File: config.mk
export PLATFORM = sky130hd
export DESIGN_NAME = hml_mailbox
export DESIGN_NICKNAME = d
export VERILOG_FILES = /design/src/rtl/hml_pkg.sv /design/src/rtl/hml_addr_dec.sv /design/src/rtl/hml_cmd_exec.sv /design/src/rtl/hml_regs.sv /design/src/rtl/hml_mailbox.sv
export SDC_FILE = /design/constraint.sdc
export NUM_CORES = 1
export LEC_CHECK = 0
export BUFFER_PORTS_ARGS = -buffer_cell sky130_fd_sc_hd__buf_2
export CORE_ASPECT_RATIO = 0.6
export CORE_MARGIN = 2
export CORE_UTILIZATION = 55
export CTS_CLUSTER_SIZE = 14
export DETAILED_ROUTE_END_ITERATION = 8
export PLACE_DENSITY = 0.88
export SLEW_MARGIN = 20
export SYNTH_ARGS = -nofsm -noshare
export SYNTH_HDL_FRONTEND = slang
export SYNTH_SLANG_ARGS = --single-unit
File: constraint.sdc
create_clock -name clk -period 2.4 [get_ports clk]
set_input_delay 0.12 -clock clk [delete_from_list [all_inputs] [get_ports clk]]
set_output_delay 0.12 -clock clk [all_outputs]
set_load 0.05 [all_outputs]
File: src/rtl/hml_pkg.sv
package hml_pkg;
  localparam int BUS_W  = 32;
  localparam int REG_W  = 64;
  localparam int HDR_W  = 16;   // device + command, bits 63:48
  localparam int RESP_W = 48;   // response / payload width
  localparam int BYTE_W = 8;

  // Slot order inside the address decoder
  localparam int SLOT_TO_LO = 0;
  localparam int SLOT_TO_HI = 1;
  localparam int SLOT_FH_LO = 2;
  localparam int SLOT_FH_HI = 3;
  localparam int N_SLOTS    = 4;

  localparam logic [7:0] DEV_SYS   = 8'h00;
  localparam logic [7:0] DEV_CONS  = 8'h01;
  localparam logic [7:0] CODE_ZERO = 8'h00;
  localparam logic [7:0] CODE_ONE  = 8'h01;
  localparam logic [7:0] RESP_TAG  = 8'h01;  // forms 0x100 | byte

  typedef struct packed {
    logic              load_fh;
    logic [REG_W-1:0]  fh_val;
    logic              store_pend;
    logic              putc;
    logic [BYTE_W-1:0] putc_byte;
    logic              do_exit;
    logic [BYTE_W-1:0] exit_code;
  } hml_action_t;
endpackage

File: src/rtl/hml_addr_dec.sv
module hml_addr_dec
  import hml_pkg::*;
#(
  parameter int unsigned ADDR_W = 12,
  parameter int unsigned TO_OFS = 0,
  parameter int unsigned FH_OFS = 8
) (
  input  logic [ADDR_W-1:0]  addr,
  output logic [N_SLOTS-1:0] sel
);
  for (genvar i = 0; i < N_SLOTS; i++) begin : g_slot
    localparam int unsigned BASE = (i < 2) ? TO_OFS : FH_OFS;
    localparam logic [ADDR_W-1:0] MATCH = ADDR_W'(BASE + 4 * (i % 2));
    assign sel[i] = (addr == MATCH);
  end
endmodule

File: src/rtl/hml_cmd_exec.sv
module hml_cmd_exec
  import hml_pkg::*;
(
  input  logic [HDR_W-1:0] cmd_hdr,   // bits 63:48 of the command
  input  logic [8:0]       cmd_low,   // payload bits 8:0
  output hml_action_t      act
);
  logic [7:0]        dev;
  logic [7:0]        code;
  logic [RESP_W-1:0] resp;

  assign dev  = cmd_hdr[15:8];
  assign code = cmd_hdr[7:0];

  always_comb begin
    act  = '0;
    resp = '0;
    act.load_fh = 1'b1;
    if (dev == DEV_SYS && code == CODE_ZERO) begin
      act.do_exit   = cmd_low[0];
      act.exit_code = cmd_low[8:1];
    end else if (dev == DEV_CONS && code == CODE_ONE) begin
      act.putc      = 1'b1;
      act.putc_byte = cmd_low[7:0];
      resp          = {{(RESP_W-16){1'b0}}, RESP_TAG, cmd_low[7:0]};
    end else if (dev == DEV_CONS && code == CODE_ZERO) begin
      act.load_fh    = 1'b0;
      act.store_pend = 1'b1;
    end
    act.fh_val = {cmd_hdr, resp};
  end
endmodule

File: src/rtl/hml_regs.sv
module hml_regs
  import hml_pkg::*;
(
  input  logic               clk,
  input  logic               rst_n,
  input  logic               wr_en,
  input  logic [N_SLOTS-1:0] sel,
  input  logic [BUS_W-1:0]   wdata,
  input  hml_action_t        act,
  input  logic               cin_valid,
  input  logic [BYTE_W-1:0]  cin_data,
  output logic [REG_W-1:0]   cmd_word,
  output logic [REG_W-1:0]   tohost,
  output logic [REG_W-1:0]   fromhost,
  output logic               cout_valid,
  output logic [BYTE_W-1:0]  cout_data,
  output logic               exit_req,
  output logic [BYTE_W-1:0]  exit_code
);
  logic             allow;
  logic             inprog;
  logic [HDR_W-1:0] pend_hdr;
  logic             fire, fh_bus, fh_cmd;

  assign cmd_word = tohost | {wdata, {BUS_W{1'b0}}};
  assign fire     = wr_en & sel[SLOT_TO_HI] & allow;
  assign fh_bus   = wr_en & (sel[SLOT_FH_LO] | sel[SLOT_FH_HI]);
  assign fh_cmd   = fire & act.load_fh;

  always_ff @(posedge clk) begin
    if (!rst_n) begin
      tohost     <= '0;
      fromhost   <= '0;
      allow      <= 1'b0;
      inprog     <= 1'b0;
      pend_hdr   <= '0;
      cout_valid <= 1'b0;
      cout_data  <= '0;
      exit_req   <= 1'b0;
      exit_code  <= '0;
    end else begin
      cout_valid <= fire & act.putc;
      exit_req   <= fire & act.do_exit;
      if (fire && act.putc)    cout_data <= act.putc_byte;
      if (fire && act.do_exit) exit_code <= act.exit_code;

      if (wr_en && sel[SLOT_TO_LO]) begin
        if (tohost == '0) begin
          tohost <= {{BUS_W{1'b0}}, wdata};
          allow  <= 1'b1;
        end else begin
          allow  <= 1'b0;
        end
      end
      if (fire) begin
        tohost <= '0;
        if (act.store_pend) pend_hdr <= cmd_word[REG_W-1 -: HDR_W];
      end

      if (wr_en && sel[SLOT_FH_LO]) begin
        fromhost <= {{BUS_W{1'b0}}, wdata};
        inprog   <= 1'b1;
      end else if (wr_en && sel[SLOT_FH_HI]) begin
        fromhost <= fromhost | {wdata, {BUS_W{1'b0}}};
        inprog   <= 1'b0;
      end else if (fh_cmd) begin
        fromhost <= act.fh_val;
      end else if (cin_valid) begin
        fromhost <= {pend_hdr, {(RESP_W-16){1'b0}}, RESP_TAG, cin_data};
      end
    end
  end


  reject_lo_chk: assert property (@(posedge clk) disable iff (!rst_n)
    (wr_en && sel[SLOT_TO_LO] && tohost != '0) |=> $stable(tohost));

  consume_clr_chk: assert property (@(posedge clk) disable iff (!rst_n)
    fire |=> (tohost == '0));

  exit_pulse_chk: assert property (@(posedge clk) disable iff (!rst_n)
    exit_req |=> !exit_req);

  putc_resp_chk: assert property (@(posedge clk) disable iff (!rst_n)
    cout_valid |-> (fromhost[15:0] == {RESP_TAG, cout_data}));

  inprog_chk: assert property (@(posedge clk) disable iff (!rst_n)
    (wr_en && sel[SLOT_FH_LO]) |=> (inprog && fromhost[REG_W-1:BUS_W] == '0));

  cin_merge_chk: assert property (@(posedge clk) disable iff (!rst_n)
    (cin_valid && !fh_bus && !fh_cmd) |=>
      (fromhost[15:0] == {RESP_TAG, $past(cin_data)}));
endmodule

File: src/rtl/hml_mailbox.sv
module hml_mailbox
  import hml_pkg::*;
#(
  parameter int unsigned ADDR_W = 12,
  parameter int unsigned TO_OFS = 0,
  parameter int unsigned FH_OFS = 8
) (
  input  logic              clk,
  input  logic              rst_n,
  input  logic              bus_wr_en,
  input  logic [ADDR_W-1:0] bus_addr,
  input  logic [31:0]       bus_wdata,
  output logic [31:0]       bus_rdata,
  input  logic              cin_valid,
  input  logic [7:0]        cin_data,
  output logic              cout_valid,
  output logic [7:0]        cout_data,
  output logic              exit_req,
  output logic [7:0]        exit_code
);
  logic [N_SLOTS-1:0] sel;
  logic [REG_W-1:0]   cmd_word, tohost, fromhost;
  hml_action_t        act;

  hml_addr_dec #(.ADDR_W(ADDR_W), .TO_OFS(TO_OFS), .FH_OFS(FH_OFS)) u_dec (
    .addr(bus_addr), .sel(sel)
  );

  hml_cmd_exec u_exec (
    .cmd_hdr(cmd_word[REG_W-1 -: HDR_W]),
    .cmd_low(cmd_word[8:0]),
    .act    (act)
  );

  hml_regs u_regs (
    .clk(clk), .rst_n(rst_n), .wr_en(bus_wr_en), .sel(sel), .wdata(bus_wdata),
    .act(act), .cin_valid(cin_valid), .cin_data(cin_data),
    .cmd_word(cmd_word), .tohost(tohost), .fromhost(fromhost),
    .cout_valid(cout_valid), .cout_data(cout_data),
    .exit_req(exit_req), .exit_code(exit_code)
  );

  always_comb begin
    bus_rdata = '0;
    if (sel[SLOT_TO_LO]) bus_rdata = tohost[BUS_W-1:0];
    if (sel[SLOT_TO_HI]) bus_rdata = tohost[REG_W-1:BUS_W];
    if (sel[SLOT_FH_LO]) bus_rdata = fromhost[BUS_W-1:0];
    if (sel[SLOT_FH_HI]) bus_rdata = fromhost[REG_W-1:BUS_W];
  end
endmodule

==> impl_metrics.env <==
export IMPL_synth_largest_area_cell="dfxtp_1"
export IMPL_layout_min_cycle_time_ns=2.27
export IMPL_ys_ff_latch=131
export IMPL_syn_area_per_cell_um2=8.55
export IMPL_cp_max_fo=13
export IMPL_ir_drop_uv=609
export IMPL_globalplace_congestion=0.968
export IMPL_cp_common_cell="nor2_1"
export IMPL_yosys_top_cells_area="dfxtp_1 (46%), a22o_1 (8.5%), a21oi_1 (5.0%)"
export IMPL_clockBufferDepth=2
export IMPL_grt_pass1_wl_um=31200
export IMPL_stdcell_area_um2=7440
export IMPL_yosysWarnings=0
export IMPL_slowest_stage="dlygate4sd3_1"
export IMPL_rsz0062_at_grt="no"
export IMPL_relSlewSlack_pct=34.8
export IMPL_combPwrFrac_pct=5.8
export IMPL_synth_edf_count=0
export IMPL_p_total_w=0.00539
export IMPL_synthesis_instances=674
export IMPL_synth_top_area_share_pct=45.5
export IMPL_hold_class="primary input to flip-flop"
export IMPL_cts_root_buf="clkbuf_16"
export IMPL_pwr_share_seq_pct=41.0
export IMPL_synth_most_common_cell="dfxtp_1"
export IMPL_cp_end_kind="flip-flop"
export IMPL_cp_cell_sequence="dlygate4sd3_1 -> buf_2 -> nor4_2 -> nand4_1 -> buf_4 -> nor2_1 -> nor2_1 -> and2_1"
export IMPL_detail_route_antenna_nets=0
export IMPL_worstMarginPinSlew_ns=0.974
export IMPL_grt_pass1_vias=5995
export IMPL_yosys_top_cells_count="dfxtp_1 (131), nand2_1 (69), a21oi_1 (58)"
export IMPL_dieArea_um2=11300
export IMPL_wirelength_um=19900
export IMPL_setup_violations=0
export IMPL_critPathRequiredTime_ns=2.71
export IMPL_syn_to_final_growth_pct=29.2
export IMPL_skew_ns=0.00996
export IMPL_cts_hold_buf=28
export IMPL_yosysSeqAreaShare_pct=45.5
export IMPL_htree_levels=4
export IMPL_startpoint_type="primary input"
export IMPL_coreArea_um2=10000
export IMPL_setup_tns_ns=0
export IMPL_grtUsageTotal_pct=35.6
export IMPL_synthArstFlopShare_pct=0
export IMPL_drive_gt1_share_pct=23.8
export IMPL_layoutNonFillerInstCount=958
export IMPL_hpwl_um=12900
export IMPL_synth_flop_cell="dfxtp_1"
export IMPL_cts_made_buffers=17
export IMPL_final_hold_violation_count=0
export IMPL_vias=6186
export IMPL_placed_area_um2=6500
export IMPL_clkPwrFrac_pct=53.2
export IMPL_crit_type="primary input to flip-flop"
export IMPL_port_buffers=105
export IMPL_switchingPower_w=0.00122
export IMPL_grt_max_degree=39
export IMPL_drtIter0Drc=916
export IMPL_cts_resized=0
export IMPL_path_clk_slew_ns=0.06
export IMPL_antenna_found_initial=1
export IMPL_cap_violations=0
export IMPL_avgViaCountPerCell=6.46
export IMPL_worstPathArrival_ns=2.58
export IMPL_drc_errors=0
export IMPL_place_inst=897
export IMPL_initial_core_util_pct=57.5
export IMPL_internal_power_w=0.00417
export IMPL_p_sw_share_pct=22.6
export IMPL_yosysUniqueCellTypes=57
export IMPL_power_density_nw_per_um2=724
export IMPL_slowest_delay_ns=0.53
export IMPL_fmax_mhz=441
export IMPL_period_share_pct=94.5
export IMPL_fp_dieH_um=83.3
export IMPL_status="complete, no violations"
export IMPL_fin_nets=865
export IMPL_cts_num_sinks=131
export IMPL_routedWlPerCell_um=20.8
export IMPL_syn_area_um2=5760
export IMPL_ioPinCount=106
export IMPL_postCtsSetupBuffers=0
export IMPL_slew_violations=0
export IMPL_die_x_um=136
export IMPL_p_leak_nw=3.08
export IMPL_syn_nets=730
export IMPL_detail_route_first_pass_iterations=7
export IMPL_overflow=0
export IMPL_cts_tree="done"
export IMPL_clkLatencyLatePin_ns=0.43
export IMPL_row_count=28
==> cell families after synthesis <==
| logic type | count (synthesis) | synth area share [%] |
|---|---|---|
| AOI/OAI and AO/OA | 215 | 25.3 |
| buffers and inverters | 100 | 7.56 |
| DFF | 131 | 45.5 |
| muxes | 11 | 1.98 |
| and+or+nand+nor | 217 | 19.7 |
==> state kept, by name (all words and copies together), names as in the netlist <==
signal,flops
u_regs.exit_code,8
u_regs.fromhost,64
u_regs.pend_hdr,16
u_regs.tohost,32
u_regs.cout_valid,1
u_regs.cout_data,8
u_regs.allow,1
u_regs.exit_req,1
==> placed cells by master (no fill, tap or decap), drive strengths merged, types with 3 or more instances in the layout <==
cell type    netlist  routed
o211ai             3       3
mux2               3       3
a21oi             59      59
clkbuf            35      21
nand3              4       4
a22o              56      56
nor2              48      48
o31ai              7       7
nor4              22      22
buf               17     141
nand2             70      70
bufinv             0       4
clkinvlp           0       3
o21ai             52      52
nor3              15      15
mux2i              8       8
clkinv             2       5
o221ai            13      13
dfxtp            131     131
or4                4       4
inv               45      46
and2              15      15
nand4             20      20
dlygate4sd3        0      28
a2bb2oi            7       7
and4               7       7
a211oi             8       8
==> worst max-delay path, delay by kind of cell <==
| kind | cells | cell delay, ns |
|---|---|---|
| buf+inv | 3 | 0.96 |
| simple gates | 5 | 1.51 |
==> power groups by stage <==
stage	logic [W]	clock network [W]	registers (W)
after floorplan	0.000127	0	0.00225
after global placement	0.000247	0	0.00225
after detailed placement	0.000258	0	0.00226
after CTS	0.000298	0.00285	0.00221
after global routing	0.000332	0.00296	0.00221
final	0.000313	0.00287	0.00221
==> metal layers <==
layer | up-vias | global-route usage (%) | share of wire (%)
met5 | - | 0 | 0
met4 | 0 | 15.0 | 3.5
met3 | 98 | 11.5 | 15
met2 | 522 | 51.4 | 42
met1 | 2851 | 48.8 | 39
li1 | 2715 | - | -
==> final cells by class <==
class / instances / area, µm²
Multi-Input combinational cell: 443 / 2730
Sequential cell: 131 / 2620
Fill cell: 689 / 2570
Timing Repair Buffer: 169 / 1090
Clock buffer: 21 / 480
Inverter: 47 / 176
Clock inverter: 11 / 174
Tap cell: 135 / 169
Antenna cell: 1 / 2.50
==> through the flow <==
step / hold slack (ns) / utilization [%] / worst slack, ns
after floorplan: 0.246 / - / 0.171
after CTS: 0.00982 / 74.2 / 0.0147
after detailed placement: 0.372 / 64.9 / 0.0496
after global placement: 0.368 / 64.9 / 0.147
final: 0.0252 / 74.3 / 0.131
after global routing: 0.0254 / 74.3 / 0.0288
==> final timing paths <==
path	depth (start not counted)	slack [ns]	endpoint	start
setup / recovery	8	0.13	u_regs.pend_hdr[3]	bus_wdata[22]
hold / removal	2	0.03	u_regs.fromhost[31]	bus_wdata[31]
setup reg to reg	6	0.14	u_regs.tohost[14]	u_regs.tohost[28]
hold reg to reg	2	0.45	u_regs.cout_data[4]	u_regs.cout_data[4]
Note: power is estimated with default switching activity, not from simulation.
